**src/rtl/snoop_coh_pkg.sv**
```systemverilog
package snoop_coh_pkg;
   typedef enum logic [1:0] {
      LN_ABSENT = 2'd0,
      LN_EXCL   = 2'd1,
      LN_SHRD   = 2'd2
   } line_st_e;

   typedef enum logic [1:0] {
      BC_IDLE  = 2'd0,
      BC_READ  = 2'd1,
      BC_READX = 2'd2
   } bus_cmd_e;
endpackage

```
**src/rtl/snoop_coh_tags.sv**
```systemverilog
module snoop_coh_tags
   import snoop_coh_pkg::*;
#(
   parameter int LINES = 16,
   parameter int TAG_W = 6,
   localparam int IDX_W = $clog2(LINES)
) (
   input  logic             clk,
   input  logic             rst_n,
   input  logic             fill_en,
   input  logic [IDX_W-1:0] fill_idx,
   input  logic [TAG_W-1:0] fill_tag,
   input  line_st_e         fill_st,
   input  logic             snp_en,
   input  logic [IDX_W-1:0] snp_idx,
   input  line_st_e         snp_st,
   input  logic [IDX_W-1:0] rd_a_idx,
   output logic [TAG_W-1:0] rd_a_tag,
   output line_st_e         rd_a_st,
   input  logic [IDX_W-1:0] rd_b_idx,
   output logic [TAG_W-1:0] rd_b_tag,
   output line_st_e         rd_b_st
);
   logic [TAG_W-1:0] tag_v [LINES];
   line_st_e         st_v  [LINES];

   for (genvar i = 0; i < LINES; i++) begin : g_line
      localparam logic [IDX_W-1:0] MY_IDX = IDX_W'(i);
      logic [TAG_W-1:0] tag_r;
      line_st_e         st_r;
      // own fill wins over a snoop to the same index (the bus is ours then)
      always_ff @(posedge clk) begin
         if (!rst_n) begin
            tag_r <= '0;
            st_r  <= LN_ABSENT;
         end else if (fill_en && fill_idx == MY_IDX) begin
            tag_r <= fill_tag;
            st_r  <= fill_st;
         end else if (snp_en && snp_idx == MY_IDX) begin
            st_r  <= snp_st;
         end
      end
      assign tag_v[i] = tag_r;
      assign st_v[i]  = st_r;
   end

   assign rd_a_tag = tag_v[rd_a_idx];
   assign rd_a_st  = st_v[rd_a_idx];
   assign rd_b_tag = tag_v[rd_b_idx];
   assign rd_b_st  = st_v[rd_b_idx];

   // the storage comes out of reset with every line absent
   assert property (@(posedge clk) $rose(rst_n) |-> rd_a_st == LN_ABSENT && rd_b_st == LN_ABSENT)
      else $error("assert_reset_absent_R1");
endmodule

```
**src/rtl/snoop_coh_snoop.sv**
```systemverilog
module snoop_coh_snoop
   import snoop_coh_pkg::*;
#(
   parameter int TAG_W = 6
) (
   input  logic             clk,
   input  logic             rst_n,
   input  logic             snoop_valid,
   input  logic [1:0]       snoop_cmd,
   input  logic [TAG_W-1:0] snoop_tag,
   input  logic [TAG_W-1:0] line_tag,
   input  line_st_e         line_st,
   output logic             upd_en,
   output line_st_e         upd_st,
   output logic             shared_resp
);
   logic present;
   logic is_rd;
   logic is_rdx;

   assign present = (line_st != LN_ABSENT) && (line_tag == snoop_tag);
   assign is_rd   = snoop_valid && snoop_cmd == BC_READ;
   assign is_rdx  = snoop_valid && snoop_cmd == BC_READX;

   always_comb begin
      upd_en = 1'b0;
      upd_st = LN_SHRD;
      if (present && is_rdx) begin
         upd_en = 1'b1;
         upd_st = LN_ABSENT;
      end else if (present && is_rd && line_st == LN_EXCL) begin
         upd_en = 1'b1;
         upd_st = LN_SHRD;
      end
   end

   assign shared_resp = present && is_rd;

   // a read-exclusive never draws a shared response
   assert property (@(posedge clk) disable iff (!rst_n) is_rdx |-> !shared_resp)
      else $error("assert_rdx_no_share_R7");
   // no state update without a matching present line
   assert property (@(posedge clk) disable iff (!rst_n)
                    (line_st == LN_ABSENT || line_tag != snoop_tag) |-> !upd_en && !shared_resp)
      else $error("assert_miss_untouched_R8");
endmodule

```
**src/rtl/snoop_coh_req.sv**
```systemverilog
module snoop_coh_req
   import snoop_coh_pkg::*;
#(
   parameter int TAG_W = 6
) (
   input  logic             clk,
   input  logic             rst_n,
   input  logic             cpu_req,
   input  logic             cpu_we,
   input  logic [TAG_W-1:0] cpu_tag,
   input  logic [TAG_W-1:0] line_tag,
   input  line_st_e         line_st,
   input  logic             bus_gnt,
   input  logic             bus_shared_in,
   output logic             cpu_hit,
   output logic             cpu_stall,
   output logic             cpu_done,
   output logic             bus_req,
   output logic [1:0]       bus_cmd,
   output logic             fill_en,
   output line_st_e         fill_st
);
   typedef enum logic {S_IDLE, S_WAIT} req_st_e;
   req_st_e fsm_q, fsm_d;
   logic    tag_hit;

   assign tag_hit = (line_st != LN_ABSENT) && (line_tag == cpu_tag);

   always_comb begin
      fsm_d     = fsm_q;
      cpu_hit   = 1'b0;
      cpu_stall = 1'b0;
      cpu_done  = 1'b0;
      bus_req   = 1'b0;
      bus_cmd   = BC_IDLE;
      fill_en   = 1'b0;
      fill_st   = LN_EXCL;
      case (fsm_q)
         S_IDLE: begin
            if (cpu_req) begin
               if (tag_hit && (!cpu_we || line_st == LN_EXCL)) begin
                  cpu_hit  = 1'b1;
                  cpu_done = 1'b1;
               end else begin
                  cpu_stall = 1'b1;
                  fsm_d     = S_WAIT;
               end
            end
         end
         S_WAIT: begin
            bus_req = 1'b1;
            if (bus_gnt) begin
               bus_cmd  = cpu_we ? BC_READX : BC_READ;
               cpu_done = 1'b1;
               fill_en  = 1'b1;
               fill_st  = (cpu_we || !bus_shared_in) ? LN_EXCL : LN_SHRD;
               fsm_d    = S_IDLE;
            end else begin
               cpu_stall = 1'b1;
            end
         end
         default: fsm_d = S_IDLE;
      endcase
   end

   always_ff @(posedge clk) begin
      if (!rst_n) fsm_q <= S_IDLE;
      else        fsm_q <= fsm_d;
   end

   // request held until granted
   assert property (@(posedge clk) disable iff (!rst_n) bus_req && !bus_gnt |=> bus_req)
      else $error("assert_req_held_R10");
   // a command appears only in a granted cycle
   assert property (@(posedge clk) disable iff (!rst_n) bus_cmd != BC_IDLE |-> bus_req && bus_gnt)
      else $error("assert_cmd_on_grant_R10");
   // a hit never touches the bus
   assert property (@(posedge clk) disable iff (!rst_n) cpu_hit |-> bus_cmd == BC_IDLE && !bus_req && cpu_done)
      else $error("assert_hit_no_bus_R2");
   // read-exclusive only serves a write
   assert property (@(posedge clk) disable iff (!rst_n) bus_cmd == BC_READX |-> cpu_we)
      else $error("assert_rdx_for_write_R4");
   // a stalled request is not done in the same cycle
   assert property (@(posedge clk) disable iff (!rst_n) cpu_stall |-> !cpu_done)
      else $error("assert_stall_not_done_R4");
endmodule

```
**src/rtl/snoop_coh_ctrl.sv**
```systemverilog
module snoop_coh_ctrl
   import snoop_coh_pkg::*;
#(
   parameter int ADDR_W = 10,
   parameter int LINES  = 16
) (
   input  logic              clk,
   input  logic              rst_n,
   input  logic              cpu_req,
   input  logic              cpu_we,
   input  logic [ADDR_W-1:0] cpu_addr,
   output logic              cpu_hit,
   output logic              cpu_stall,
   output logic              cpu_done,
   output logic              bus_req,
   input  logic              bus_gnt,
   output logic [1:0]        bus_cmd,
   output logic [ADDR_W-1:0] bus_addr,
   input  logic              bus_shared_in,
   input  logic              snoop_valid,
   input  logic [1:0]        snoop_cmd,
   input  logic [ADDR_W-1:0] snoop_addr,
   output logic              snoop_shared_out
);
   localparam int IDX_W = $clog2(LINES);
   localparam int TAG_W = ADDR_W - IDX_W;

   if (LINES < 2 || (LINES & (LINES - 1)) != 0) begin : g_bad_lines
      $error("LINES must be a power of two of at least 2");
   end
   if (ADDR_W <= IDX_W) begin : g_bad_addr
      $error("ADDR_W must exceed the index width");
   end

   logic [IDX_W-1:0] cpu_idx, snp_idx;
   logic [TAG_W-1:0] cpu_tag, snp_tag;
   logic [TAG_W-1:0] a_tag, b_tag;
   line_st_e         a_st, b_st;
   logic             fill_en, snp_upd;
   line_st_e         fill_st, snp_st;

   assign cpu_idx = cpu_addr[IDX_W-1:0];
   assign cpu_tag = cpu_addr[ADDR_W-1:IDX_W];
   assign snp_idx = snoop_addr[IDX_W-1:0];
   assign snp_tag = snoop_addr[ADDR_W-1:IDX_W];

   snoop_coh_tags #(.LINES(LINES), .TAG_W(TAG_W)) u_tags (
      .clk      (clk),
      .rst_n    (rst_n),
      .fill_en  (fill_en),
      .fill_idx (cpu_idx),
      .fill_tag (cpu_tag),
      .fill_st  (fill_st),
      .snp_en   (snp_upd),
      .snp_idx  (snp_idx),
      .snp_st   (snp_st),
      .rd_a_idx (cpu_idx),
      .rd_a_tag (a_tag),
      .rd_a_st  (a_st),
      .rd_b_idx (snp_idx),
      .rd_b_tag (b_tag),
      .rd_b_st  (b_st)
   );

   snoop_coh_req #(.TAG_W(TAG_W)) u_req (
      .clk           (clk),
      .rst_n         (rst_n),
      .cpu_req       (cpu_req),
      .cpu_we        (cpu_we),
      .cpu_tag       (cpu_tag),
      .line_tag      (a_tag),
      .line_st       (a_st),
      .bus_gnt       (bus_gnt),
      .bus_shared_in (bus_shared_in),
      .cpu_hit       (cpu_hit),
      .cpu_stall     (cpu_stall),
      .cpu_done      (cpu_done),
      .bus_req       (bus_req),
      .bus_cmd       (bus_cmd),
      .fill_en       (fill_en),
      .fill_st       (fill_st)
   );

   snoop_coh_snoop #(.TAG_W(TAG_W)) u_snoop (
      .clk         (clk),
      .rst_n       (rst_n),
      .snoop_valid (snoop_valid),
      .snoop_cmd   (snoop_cmd),
      .snoop_tag   (snp_tag),
      .line_tag    (b_tag),
      .line_st     (b_st),
      .upd_en      (snp_upd),
      .upd_st      (snp_st),
      .shared_resp (snoop_shared_out)
   );

   assign bus_addr = (bus_cmd != BC_IDLE) ? cpu_addr : '0;

   // the issued address is the request address
   assert property (@(posedge clk) disable iff (!rst_n) bus_cmd != BC_IDLE |-> bus_addr == cpu_addr && cpu_req)
      else $error("assert_bus_addr_R4");
   // after a read-exclusive the same request would now hit as a write
   assert property (@(posedge clk) disable iff (!rst_n)
                    bus_cmd == BC_READX && !(snoop_valid && snp_idx == cpu_idx)
                    |=> (a_st == LN_EXCL || cpu_addr != $past(cpu_addr)))
      else $error("assert_upgrade_excl_R4");
endmodule

```
**config.mk**
```make
export PLATFORM = sky130hd
export DESIGN_NAME = snoop_coh_ctrl
export DESIGN_NICKNAME = d
export VERILOG_FILES = /design/src/rtl/snoop_coh_pkg.sv /design/src/rtl/snoop_coh_tags.sv /design/src/rtl/snoop_coh_snoop.sv /design/src/rtl/snoop_coh_req.sv /design/src/rtl/snoop_coh_ctrl.sv
export SDC_FILE = /design/constraint.sdc
export NUM_CORES = 1
export LEC_CHECK = 0
export BUFFER_PORTS_ARGS = -buffer_cell sky130_fd_sc_hd__buf_2
export CAP_MARGIN = 20
export CORE_MARGIN = 1.5
export CORE_UTILIZATION = 60
export DETAILED_ROUTE_END_ITERATION = 8
export PLACE_DENSITY = 0.79
export SLEW_MARGIN = 20
export SYNTH_ARGS = -nofsm -noshare
export SYNTH_HDL_FRONTEND = slang
export SYNTH_SLANG_ARGS = --single-unit
export TNS_END_PERCENT = 10
```
**constraint.sdc**
```tcl
create_clock -name clk -period 6.5 [get_ports clk]
set_input_delay 0 -clock clk [delete_from_list [all_inputs] [get_ports clk]]
set_output_delay 0 -clock clk [all_outputs]
set_load 0.05 [all_outputs]
```
Word-level counts from Yosys, hierarchy flattened
Index checks and enable logic that the tools add are counted.
Widths: inputs -> output; s select.
{"block": "word_totals", "regBits": 129, "input_bits": 29, "word_cells": 204}
{"block": "classes", "n_lt_le_gt_ge": 2, "eq_ne": 36, "muxes": 65, "bitwise": 3, "n_reduce_logical": 65}
{"operator": "$mux 2", "n": 43}
{"operator": "$eq 4x4->1 const B", "n": 16}
{"operator": "$bmux 6 s4", "n": 2}
{"operator": "$logic_and 1x1->1", "n": 40}
{"operator": "$reduce_bool 2->1", "n": 19}
{"operator": "$eq 4x3->1 const B", "n": 8}
{"operator": "$mux 6", "n": 4}
{"operator": "$bmux 2 s4", "n": 2}
{"operator": "$eq 4x2->1 const B", "n": 4}
{"operator": "$eq 6x6->1", "n": 2}
{"operator": "$mux 1", "n": 11}
{"operator": "$ge 5x5->1 const B", "n": 2}
{"operator": "$mux 10", "n": 1}
{"operator": "$not 4->5", "n": 2}
{"operator": "$eq 4x1->1 const B", "n": 2}
{"operator": "$logic_not 4->1", "n": 2}
{"operator": "$eq 2x1->1 const B", "n": 3}
{"operator": "$pmux 1 s2", "n": 2}
{"operator": "$eq 2x2->1 const B", "n": 1}
{"operator": "$logic_not 1->1", "n": 2}
{"operator": "$logic_or 1x1->1", "n": 2}
{"operator": "$not 1->1", "n": 1}

Depth between registers and ports, before layout
{"block": "logic_depth", "ltp_word": 13, "ltp_mapped": 14}

Cells and area by module
A second synthesis with hierarchy kept.
{"block": "hier_totals", "cells_unflattened": 879, "area_unflattened_um2": 8032.7}
{"module": "snoop_coh_tags", "instances": 1, "cells_each": 824, "area_each_um2": 7636.1}
{"module": "snoop_coh_req", "instances": 1, "cells_each": 26, "area_each_um2": 176.4}
{"module": "snoop_coh_snoop", "instances": 1, "cells_each": 17, "area_each_um2": 122.6}
{"module": "snoop_coh_ctrl", "instances": 1, "cells_each": 12, "area_each_um2": 97.6}

Worst setup path after synthesis
No wires, ideal clock.
{"block": "synth_path", "path_type": "input to output", "start": "input port cpu_addr[0]", "end": "output port cpu_done", "arrival_ps": 2906, "setup_slack_ps": 3594, "path_stages": 8, "path_buffers": 2, "cell_sequence": "clkbuf_1 buf_2 mux4_2 mux4_2 xor2_1 nor4_1 and3_1 a21o_1"}
{"block": "synth_via", "elab_chain_len": 10, "elab_cells_between_ends": 16, "cone_classes": "eq/ne: 2; mux: 9; bitwise: 1; reduce/logical: 4"}
{"element": "from (decl)", "line": "snoop_coh_ctrl.sv:11", "source": "input logic [ADDR_W-1:0] cpu_addr,"}
{"element": "$not 4->5 (implied by the code) (*)", "line": "snoop_coh_tags.sv:47, snoop_coh_tags.sv:48"}
{"element": "$bmux 6 s4 or $bmux 2 s4 (tied branches)", "line": "snoop_coh_tags.sv:47, snoop_coh_tags.sv:48"}
{"element": "$mux 6 (implied by the code) or $mux 2 (tied branches) (2 in a row)", "line": "snoop_coh_tags.sv:47, snoop_coh_tags.sv:48"}
{"element": "$eq 6x6->1, or another cell as far along", "line": "snoop_coh_req.sv:27", "source": "assign tag_hit = (line_st != LN_ABSENT) && (line_tag == cpu_tag);"}
{"element": "$logic_and 1x1->1 or $logic_or 1x1->1 (tied branches)", "line": "snoop_coh_req.sv:27, snoop_coh_req.sv:41"}
{"element": "$logic_and 1x1->1 (*)", "line": "snoop_coh_req.sv:41", "source": "if (tag_hit && (!cpu_we || line_st == LN_EXCL)) begin"}
{"element": "$mux 1 (*)", "line": "snoop_coh_req.sv:41"}
{"element": "$mux 1 (*)", "line": "snoop_coh_req.sv:40", "source": "if (cpu_req) begin"}
{"element": "$pmux 1 s2 (*)", "line": "snoop_coh_req.sv:38", "source": "case (fsm_q)"}
{"element": "to (decl)", "line": "snoop_coh_ctrl.sv:14", "source": "output logic cpu_done,"}
Every way passes the cells marked *; elsewhere a longest branch is shown, timed or not. The select of a mux whose other input is x is not followed.

Final worst setup path
{"block": "layout_path", "start": "input port cpu_addr[1]", "end": "output port cpu_done"}
Same word-level chain as after synthesis.

==> impl_metrics.tcl <==
set metrics [dict create \
    grt_pass1_vias 6945 \
    port_buffers 45 \
    grt.total_usage_pct 40.0 \
    clock_latency_ps 440 \
    synth_area_um2 7830 \
    max_stage_delay_ps 770 \
    cts.repair.resized 0 \
    num_rows 41 \
    synth_warnings 0 \
    hold_path.class "primary input to flop" \
    p_total_mw 1.98 \
    clkPwrFrac_pct 50.4 \
    drc 0 \
    ant_nets 0 \
    synth-seq-cells 129 \
    yosysMostFrequentCell "nand2_1" \
    antenna_found_initial 0 \
    yosysTopAreaCellShare_pct 33.0 \
    ys.flop_type "dfxtp_1" \
    dp_hpwl_mm 16.4 \
    routedWlPerCell_um 25.1 \
    p_seq_share_pct 40.5 \
    slowest_stage "buf_2" \
    crit_type "primary input to output port" \
    h-tree-depth 4 \
    io_pins 46 \
    cp_top_family "multiplexers" \
    timing.final.crit_share_pct 54.3 \
    place_congestion 0.965 \
    fin_crit_ps 3530 \
    dp_cells 994 \
    p_leak_nw 3.03 \
    synth_nets 876 \
    vdd_drop_max_mv 0.163 \
    die_x_um 117 \
    postLayoutCoreUtil_pct 68.0 \
    globalRouteOverflowTotal 0 \
    postSynthAreaPerCell_um2 9.24 \
    num_vias 7166 \
    drive_gt1_share_pct 19.0 \
    max_slew.worst_pin.slew_ps 1140 \
    fin_skew_ps 10.4 \
    via_per_inst 6.94 \
    p_sw_uw 516 \
    rsz0062_at_grt "false" \
    place_ws_ps 2840 \
    wirelength_mm 26.0 \
    instances_no_fill 1033 \
    fp.dieH_um 117 \
    tritoncts "built" \
    powerDensity_nw_per_um2 230 \
    cp_max_fo 36 \
    wl_met3_mm 3.37 \
    top_layer_used "met4" \
    fmax_mhz 283 \
    path_clk_slew_ps 60 \
    netSwitchingFraction_pct 26.1 \
    nFillCells 1018 \
    grt_pass1_wl_mm 39.5 \
    area_growth_pct 10.1 \
    syn-instance-count 847 \
    coreArea_um2 12700 \
    placed_area_um2 7920 \
    met2_wirelength_mm 11.9 \
    drt-initial-drc-count 992 \
    postCtsHoldBufs 6 \
    power.internal_mw 1.46 \
    outcome "complete, no violations" \
    seq_area_frac_synth_pct 33.0 \
    cp.required_ps 6500 \
    synth-edff-count 0 \
    first_pass_iters 5 \
    wl_met1_mm 9.12 \
    end_kind "output port" \
    worst_setup_path_start_kind "primary input" \
    synth.distinct_cells 57 \
    fin_area_um2 8620 \
    numClockSinks 129 \
    slew_viol_final 0 \
    setup_slack_ps 2970 \
    die-area_um2 13700 \
    synth_area_leaders "dfxtp_1 (33%), mux4_2 (16%), nand2_1 (11%)" \
    tns_ps 0 \
    start_util_pct 61.8 \
    diodes 0 \
    cts_setup_buffers 0 \
    crit_arrival_ps 3530 \
    cts.path.max_buffers 2 \
    cap_violations 0 \
    slew_headroom_pct 23.5 \
    cp_cell_sequence "buf_2 > mux4_2 > mux4_2 > mux2i_1 > nand4_1 > nor4_1 > and3_1 > a21o_1 > buf_2" \
    synth_common_cells "nand2_1 (222), dfxtp_1 (129), a21boi_0 (84), mux4_2 (57), clkbuf_1 (40)" \
    grt_max_degree 130 \
    root_buffer "clkbuf_16" \
    fin_nets 877 \
    p_comb_share_pct 9.1 \
    finalHoldViolations 0 \
    timing.hold.ws_ps 31.9 \
    yosys.area.top_type "dfxtp_1" \
    setup_viol 0 \
    ys_async_sr_fraction_pct 0 \
    cp.buffers_inverters 2 \
    cts_made_buffers 17 \
]
## area by class of cell
type	count	area (um^2)	share of cell area [%]
sequential	129	2580	30.0
tap	172	215	2.50
multi-input combinational	634	4840	56.2
timing repair buffer	55	328	3.80
clock buffer	17	425	4.94
clock inverter	15	181	2.11
inverter	11	41.3	0.479
## sequential cells by signal, summed over array words and instances, names as in the netlist
name / flops
u_tags.g_line.tag_r: 96
u_req.fsm_q: 1
u_tags.g_line.st_r: 32
## worst paths after layout
kind                                                 from                                      to  slack (ps)  depth (start not counted)
setup / recovery                              cpu_addr[1]                                cpu_done        2970                          9
hold / removal                                    cpu_req                  u_req.fsm_q$_SDFF_PN0_          30                          4
setup reg to reg  u_tags.g_line[15].tag_r[4]$_SDFFE_PN0P_  u_tags.g_line[13].st_r[0]$_SDFFE_PN0P_        3400                          8
hold reg to reg    u_tags.g_line[3].tag_r[1]$_SDFFE_PN0P_  u_tags.g_line[3].tag_r[1]$_SDFFE_PN0P_         470                          2
## power by group through the flow
stage,Clock (mW),Combinational (mW),Sequential (mW)
global placement,0,0.168,0.817
finish,0.998,0.180,0.800
detailed placement,0,0.171,0.818
floorplan,0,0.132,0.816
global route,1.03,0.189,0.801
CTS,0.995,0.174,0.800
## layer usage
layer	GRT usage (%)	vias up
met2	60.9	548
met1	48.7	3392
met5	0	-
li1	-	3089
met3	12.5	137
met4	27.4	0
## cell families (layout without fill, tap and decap cells)
logic type	Yosys count	after routing	share of synthesized area [%]
XOR/XNOR	11	11	1.23
AND/OR/NAND/NOR	354	354	21.0
AO/OA/AOI/OAI	181	181	17.7
flip-flops	129	129	33.0
buffers and inverters	84	98	5.29
multiplexers	88	88	21.7
## worst reg2reg max path, stage by stage (launching register included)
cell and delay [ps]:
dfxtp_1 330, mux4_2 500, a22o_1 260, a221oi_2 190
xor2_1 180, and4_4 290, and4b_1 820, a311oi_1 200
o21a_1 220
## cells in the final DEF (no fill, tap or decap), drive strengths merged, types with 8 or more instances in the layout
cell,synthesis,layout
buf,33,49
nor2b,11,11
a21boi,98,98
nand2b,11,11
nand2,222,222
nor2,36,36
nor3,23,23
and3,12,12
o21ai,16,16
dfxtp,129,129
clkbuf,40,17
mux2,8,8
a311oi,24,24
mux2i,17,17
o21a,14,14
inv,10,14
mux4,63,63
nor4,17,17
No activity file was read; power rests on OpenSTA's default activity.
